File: config.mk
export PLATFORM = sky130hd
export DESIGN_NAME = sipo_addr_loader
export DESIGN_NICKNAME = d
export VERILOG_FILES = /design/src/rtl/sal_pkg.sv /design/src/rtl/sal_timer.sv /design/src/rtl/sal_shreg.sv /design/src/rtl/sal_ctrl.sv /design/src/rtl/sipo_addr_loader.sv
export SDC_FILE = /design/constraint.sdc
export NUM_CORES = 1
export LEC_CHECK = 0
export BUFFER_PORTS_ARGS = -buffer_cell sky130_fd_sc_hd__buf_2
export CORE_UTILIZATION = 40
export DETAILED_ROUTE_END_ITERATION = 8
export PLACE_DENSITY = 0.73
export REMOVE_ABC_BUFFERS = 1
export SETUP_SLACK_MARGIN = 0.2
export SYNTH_ARGS = -nofsm -noshare
export SYNTH_HDL_FRONTEND = slang
export SYNTH_SLANG_ARGS = --single-unit
File: constraint.sdc
create_clock -name clk -period 2.72 [get_ports clk]
set_input_delay 0.272 -clock clk [delete_from_list [all_inputs] [get_ports clk]]
set_output_delay 0.272 -clock clk [all_outputs]
set_load 0.05 [all_outputs]
File: src/rtl/sal_pkg.sv
package sal_pkg;
   typedef enum logic [2:0] {
      ST_IDLE,
      ST_CLEAR,
      ST_SLO,
      ST_SHI,
      ST_LATCH,
      ST_SETTLE,
      ST_DONE
   } sal_state_e;

   function automatic int max2(input int a, input int b);
      return (a > b) ? a : b;
   endfunction
endpackage

File: src/rtl/sal_timer.sv
module sal_timer #(
   parameter int CNT_W = 2
) (
   input  logic             clk,
   input  logic             rst,
   input  logic             load_i,
   input  logic [CNT_W-1:0] load_val_i,
   output logic             expired_o
);
   logic [CNT_W-1:0] cnt_q;

   always_ff @(posedge clk) begin
      if (rst)
         cnt_q <= '0;
      else if (load_i)
         cnt_q <= load_val_i;
      else if (cnt_q != '0)
         cnt_q <= cnt_q - 1'b1;
   end

   assign expired_o = (cnt_q == '0);
endmodule

File: src/rtl/sal_shreg.sv
module sal_shreg #(
   parameter int ADDR_W = 16
) (
   input  logic              clk,
   input  logic              rst,
   input  logic              capture_i,
   input  logic [ADDR_W-1:0] addr_i,
   input  logic              advance_i,
   output logic              bit_o,
   output logic              last_o
);
   localparam int BIT_W = (ADDR_W > 1) ? $clog2(ADDR_W) : 1;
   localparam logic [BIT_W-1:0] LAST_IDX = BIT_W'(ADDR_W - 1);

   logic [ADDR_W-1:0] word_q;
   logic [BIT_W-1:0]  idx_q;

   always_ff @(posedge clk) begin
      if (rst) begin
         word_q <= '0;
         idx_q  <= '0;
      end else if (capture_i) begin
         word_q <= addr_i;
         idx_q  <= '0;
      end else if (advance_i) begin
         word_q <= {1'b0, word_q[ADDR_W-1:1]};
         idx_q  <= idx_q + 1'b1;
      end
   end

   assign bit_o  = word_q[0];
   assign last_o = (idx_q == LAST_IDX);
endmodule

File: src/rtl/sal_ctrl.sv
module sal_ctrl
   import sal_pkg::*;
#(
   parameter int CNT_W       = 2,
   parameter int CLR_CYC     = 3,
   parameter int SCLK_LO_CYC = 3,
   parameter int SCLK_HI_CYC = 3,
   parameter int SETTLE_CYC  = 3
) (
   input  logic             clk,
   input  logic             rst,
   input  logic             start_i,
   input  logic             tmr_exp_i,
   input  logic             last_bit_i,
   input  logic             bit_i,
   output logic             tmr_load_o,
   output logic [CNT_W-1:0] tmr_val_o,
   output logic             capture_o,
   output logic             advance_o,
   output logic             ser_o,
   output logic             sclk_o,
   output logic             rclk_o,
   output logic             clr_n_o,
   output logic             oe_n_o,
   output logic             busy_o,
   output logic             done_o
);
   localparam logic [CNT_W-1:0] CLR_LD = CNT_W'(CLR_CYC - 1);
   localparam logic [CNT_W-1:0] LO_LD  = CNT_W'(SCLK_LO_CYC - 1);
   localparam logic [CNT_W-1:0] HI_LD  = CNT_W'(SCLK_HI_CYC - 1);
   localparam logic [CNT_W-1:0] SET_LD = CNT_W'(SETTLE_CYC - 1);

   sal_state_e state_q, state_d;
   logic       en_q;

   always_comb begin
      state_d    = state_q;
      tmr_load_o = 1'b0;
      tmr_val_o  = '0;
      capture_o  = 1'b0;
      advance_o  = 1'b0;
      unique case (state_q)
         ST_IDLE: if (start_i) begin
            capture_o  = 1'b1;
            tmr_load_o = 1'b1;
            tmr_val_o  = CLR_LD;
            state_d    = ST_CLEAR;
         end
         ST_CLEAR: if (tmr_exp_i) begin
            tmr_load_o = 1'b1;
            tmr_val_o  = LO_LD;
            state_d    = ST_SLO;
         end
         ST_SLO: if (tmr_exp_i) begin
            tmr_load_o = 1'b1;
            tmr_val_o  = HI_LD;
            state_d    = ST_SHI;
         end
         ST_SHI: if (tmr_exp_i) begin
            advance_o  = 1'b1;
            tmr_load_o = 1'b1;
            if (last_bit_i) begin
               tmr_val_o = '0;
               state_d   = ST_LATCH;
            end else begin
               tmr_val_o = LO_LD;
               state_d   = ST_SLO;
            end
         end
         ST_LATCH: begin
            tmr_load_o = 1'b1;
            tmr_val_o  = SET_LD;
            state_d    = ST_SETTLE;
         end
         ST_SETTLE: if (tmr_exp_i) state_d = ST_DONE;
         ST_DONE:   state_d = ST_IDLE;
         default:   state_d = ST_IDLE;
      endcase
   end

   always_ff @(posedge clk) begin
      if (rst) begin
         state_q <= ST_IDLE;
         en_q    <= 1'b0;
      end else begin
         state_q <= state_d;
         if (capture_o)
            en_q <= 1'b0;
         else if (state_q == ST_LATCH)
            en_q <= 1'b1;
      end
   end

   always_comb begin
      ser_o   = ((state_q == ST_SLO) || (state_q == ST_SHI)) ? bit_i : 1'b0;
      sclk_o  = (state_q == ST_SHI);
      rclk_o  = (state_q == ST_LATCH) || (state_q == ST_SETTLE) || (state_q == ST_DONE);
      clr_n_o = (state_q != ST_CLEAR);
      if (state_q == ST_IDLE)
         oe_n_o = ~en_q;
      else
         oe_n_o = ~((state_q == ST_SETTLE) || (state_q == ST_DONE));
      busy_o  = (state_q != ST_IDLE);
      done_o  = (state_q == ST_DONE);
   end
endmodule

File: src/rtl/sipo_addr_loader.sv
module sipo_addr_loader #(
   parameter int ADDR_W      = 16,
   parameter int CLR_CYC     = 3,
   parameter int SCLK_LO_CYC = 3,
   parameter int SCLK_HI_CYC = 3,
   parameter int SETTLE_CYC  = 3
) (
   input  logic              clk,
   input  logic              rst,
   input  logic              start_i,
   input  logic [ADDR_W-1:0] addr_i,
   output logic              busy_o,
   output logic              done_o,
   output logic              ser_o,
   output logic              sclk_o,
   output logic              rclk_o,
   output logic              clr_n_o,
   output logic              oe_n_o
);
   localparam int MAX_DLY = sal_pkg::max2(sal_pkg::max2(CLR_CYC, SCLK_LO_CYC),
                                          sal_pkg::max2(SCLK_HI_CYC, SETTLE_CYC));
   localparam int CNT_W   = (MAX_DLY > 1) ? $clog2(MAX_DLY) : 1;

   generate
      if (ADDR_W < 2) begin : g_bad_addr_w
         $error("sipo_addr_loader: ADDR_W must be at least 2");
      end
      if (CLR_CYC < 1 || SCLK_LO_CYC < 1 || SCLK_HI_CYC < 1 || SETTLE_CYC < 1) begin : g_bad_dly
         $error("sipo_addr_loader: every phase length must be at least one cycle");
      end
   endgenerate

   logic             tmr_load, tmr_exp;
   logic [CNT_W-1:0] tmr_val;
   logic             capture, advance, cur_bit, last_bit;

   sal_timer #(.CNT_W(CNT_W)) u_timer (
      .clk        (clk),
      .rst        (rst),
      .load_i     (tmr_load),
      .load_val_i (tmr_val),
      .expired_o  (tmr_exp)
   );

   sal_shreg #(.ADDR_W(ADDR_W)) u_shreg (
      .clk       (clk),
      .rst       (rst),
      .capture_i (capture),
      .addr_i    (addr_i),
      .advance_i (advance),
      .bit_o     (cur_bit),
      .last_o    (last_bit)
   );

   sal_ctrl #(
      .CNT_W       (CNT_W),
      .CLR_CYC     (CLR_CYC),
      .SCLK_LO_CYC (SCLK_LO_CYC),
      .SCLK_HI_CYC (SCLK_HI_CYC),
      .SETTLE_CYC  (SETTLE_CYC)
   ) u_ctrl (
      .clk        (clk),
      .rst        (rst),
      .start_i    (start_i),
      .tmr_exp_i  (tmr_exp),
      .last_bit_i (last_bit),
      .bit_i      (cur_bit),
      .tmr_load_o (tmr_load),
      .tmr_val_o  (tmr_val),
      .capture_o  (capture),
      .advance_o  (advance),
      .ser_o      (ser_o),
      .sclk_o     (sclk_o),
      .rclk_o     (rclk_o),
      .clr_n_o    (clr_n_o),
      .oe_n_o     (oe_n_o),
      .busy_o     (busy_o),
      .done_o     (done_o)
   );
endmodule

==> metrics.md <==
| Metric | Value |
|---|---|
| Worst Tran Pin Value | approximately 0.65 ns |
| Data arrival, critical path | ~1.7 ns |
| Fmax | 502.4 MHz |
| Setup ws final | around 0.73 ns |
| Die area | 3521 um2 |
| Power Dens Cells | 664.7 nW/um2 |
| Worst-path clk slew | 0.14 ns |
| Worst EP required | approximately 2.5 ns |
| Placer Congestion | 0.7647 |
| Crit. End Element | primary output |
| Site Rows | 20 |
| Hold Buf Count CTS | 0 |
| Unrepaired setup endpoints after global routing | false |
| Post-synthesis cell type count | 34 |
| Vias in the first global route | 1004 |
| Worst setup SP type | flip-flop |
| YS warnings | 0 |
| I/O Buffers | 25 |
| Most frequent cells in the layout | dfxtp_1, buf_2, a21oi_1 |
| Drt initial violations | between 90 and 100 |
| Most common cell after layout, fill and taps aside | dfxtp_1 |
| Total vias in the final route | roughly 1100 |
| Tmin final | 1.991 ns |
| Setup_tns | 0 ns |
| Overall power | 0.9690 mW |
| Final WL | between 2000 and 3000 um |
| Drt via density | 5.466 |
| CTS tree | yes |
| Number of fill cells | around 300 |
| Final Max Slew Viols | 0 |
| Final hold slack | 0.1856 ns |
| Fin Clk Skew | 0.01360 ns |
| Crit Path Class | flip-flop to primary output |
| Skew-Pair Late Insertion Delay | 0.32 ns |
| Post-Layout Cell Count | around 200 |
| First-pass GRT wire length | 4360 um |
| Setup bufs post-CTS | 0 |
| Post-CTS Resized | 0 |
| Final Setup Violations | 0 |
| Post-Syn Instances | 142 |
| Gr usage total | 15.94% |
| Peak supply drop | ~450 uV |
| Initial DRT Pass Iterations | 4 |
| Yosys reg bits | 26 |
| Initial cell density of the core | a little over two fifths |
| Antenna fix cells | 0 |
| Tcrit/Tclk final | 73.18% |
| Synthesized area per cell | 9.261 um2 |
| Main synth FF type | dfxtp_1 |
| Initial antenna violation count | 0 |
| Mapped cell area | 1315 um2 |
| R2R setup slack | 0.87 ns |
| Slew margin rel. | 56.88% |
| CTS Sinks | 26 |
| ANT nets after route | 0 |
| Top Ports | 26 |
| Drt drc | 0 |
| CORE AREA | 3078 um2 |
| Die width | slightly below 60 um |
| WL per Instance | 12.74 um |
| CTS Buf Count | 3 |
| Pin count of the biggest net entering global routing | 30 |
| Sequential-to-total area share from yosys stat | 39.58% |
| Hpwl dp | 1847 um |
| Final Hold Fails | 0 |
| GRT overflow | 0 |
| Layout cell share with drive strength beyond 1 | 20.00% |
| Layout area overhead | 10.85% |
| Critical path fanouts, max | 14 |
| Static Leakage | 0.6183 nW |
| HP Class | input pin to flip-flop |
| Max Root-Sink Buffers | 2 |
| Clock root buffer | clkbuf_4 |
| Area of the multi-input gates | 711.9 um2 |
| Max-cap violation count | 0 |
| Nets | roughly 180 |
| Placed instance count | roughly 200 |
| EDFF count, synth | 0 |
| Setup WS pre-CTS | 0.9233 ns |
| Reg area | between 500 and 600 um2 |
| Asr flop ratio synth | 0% |
| Depth of the CTS H-tree | 1 |
| Status | completed |
| Die height | just under 60 um |
## Yosys cell counts (3+ instances only)
library cell   n  share of area (%)
a21oi_1       23                8.8
and2_1         3                1.4
buf_2          6                2.3
dfxtp_1       26                 40
inv_1          3               0.86
mux2i_1       17                 13
nand2_1        6                1.7
nand2b_1       4                1.9
nor2_1         5                1.4
o21ai_0        3                1.1
o31ai_1       15                8.6
or3_1          4                1.9
## layer usage
metal  up-vias  GRT usage, %  share of wire (%)
li1        553             -                  -
met1       522         20.30                 46
met2        40         27.29                 48
met3         0         4.585                5.9
met4         0         2.041                  0
met5         -             0                  0
## metrics by stage
step | utilization, % | instance area [um2]
floorplan | - | 1247
global placement | 46.63 | 1435
detailed placement | 46.63 | 1435
CTS | 47.36 | 1458
global route | 47.36 | 1458
finish | 47.36 | 1458
## power by group
group / switching (mW) / total (mW) / internal, mW
Clock: 0.111 / 0.163 / 0.0519
Sequential: 0.0476 / 0.485 / 0.438
Combinational: 0.189 / 0.321 / 0.133
## worst max-delay path: stages, from the launching register on
cell	delay [ns]
dfxtp_1	0.63
nor2_1	0.13
a211oi_1	0.27
a21o_1	0.11
buf_2	0.25
## flip-flops by register name, summed over array words and instances (netlist names)
register / cells
u_ctrl.en_q: 1
u_ctrl.state_q: 3
u_shreg.idx_q: 4
u_shreg.word_q: 16
u_timer.cnt_q: 2
## cell families (layout without fill, tap and decap cells)
logic type | count (synthesis) | in the layout | share of synthesized area (%)
AO/OA/AOI/OAI | 46 | 46 | 21.79
flip-flops | 26 | 26 | 39.58
XOR/XNOR | 2 | 2 | 1.332
adder cells (fa/ha/maj) | 2 | 2 | 1.903
AND/OR/NAND/NOR | 34 | 34 | 16.17
multiplexers | 17 | 17 | 12.94
buffers and inverters | 15 | 33 | 6.280
## worst paths after layout
kind                                         from            endpoint  cells after the start
worst min register to register   u_shreg.idx_q[1]    u_shreg.idx_q[1]                      2
worst max-delay path            u_ctrl.state_q[1]              oe_n_o                      4
worst min-delay path                   addr_i[15]  u_shreg.word_q[15]                      3
worst max register to register   u_timer.cnt_q[0]   u_shreg.word_q[9]                      5
## cell type report
type,count,share of cell area (%)
clock buffers,3,1.545
repair buffers,26,9.099
inverters,4,1.030
flip-flops and latches,26,35.71
multi-input cells,101,48.84
well taps,44,3.777
Power figures use the tool's default switching activity.
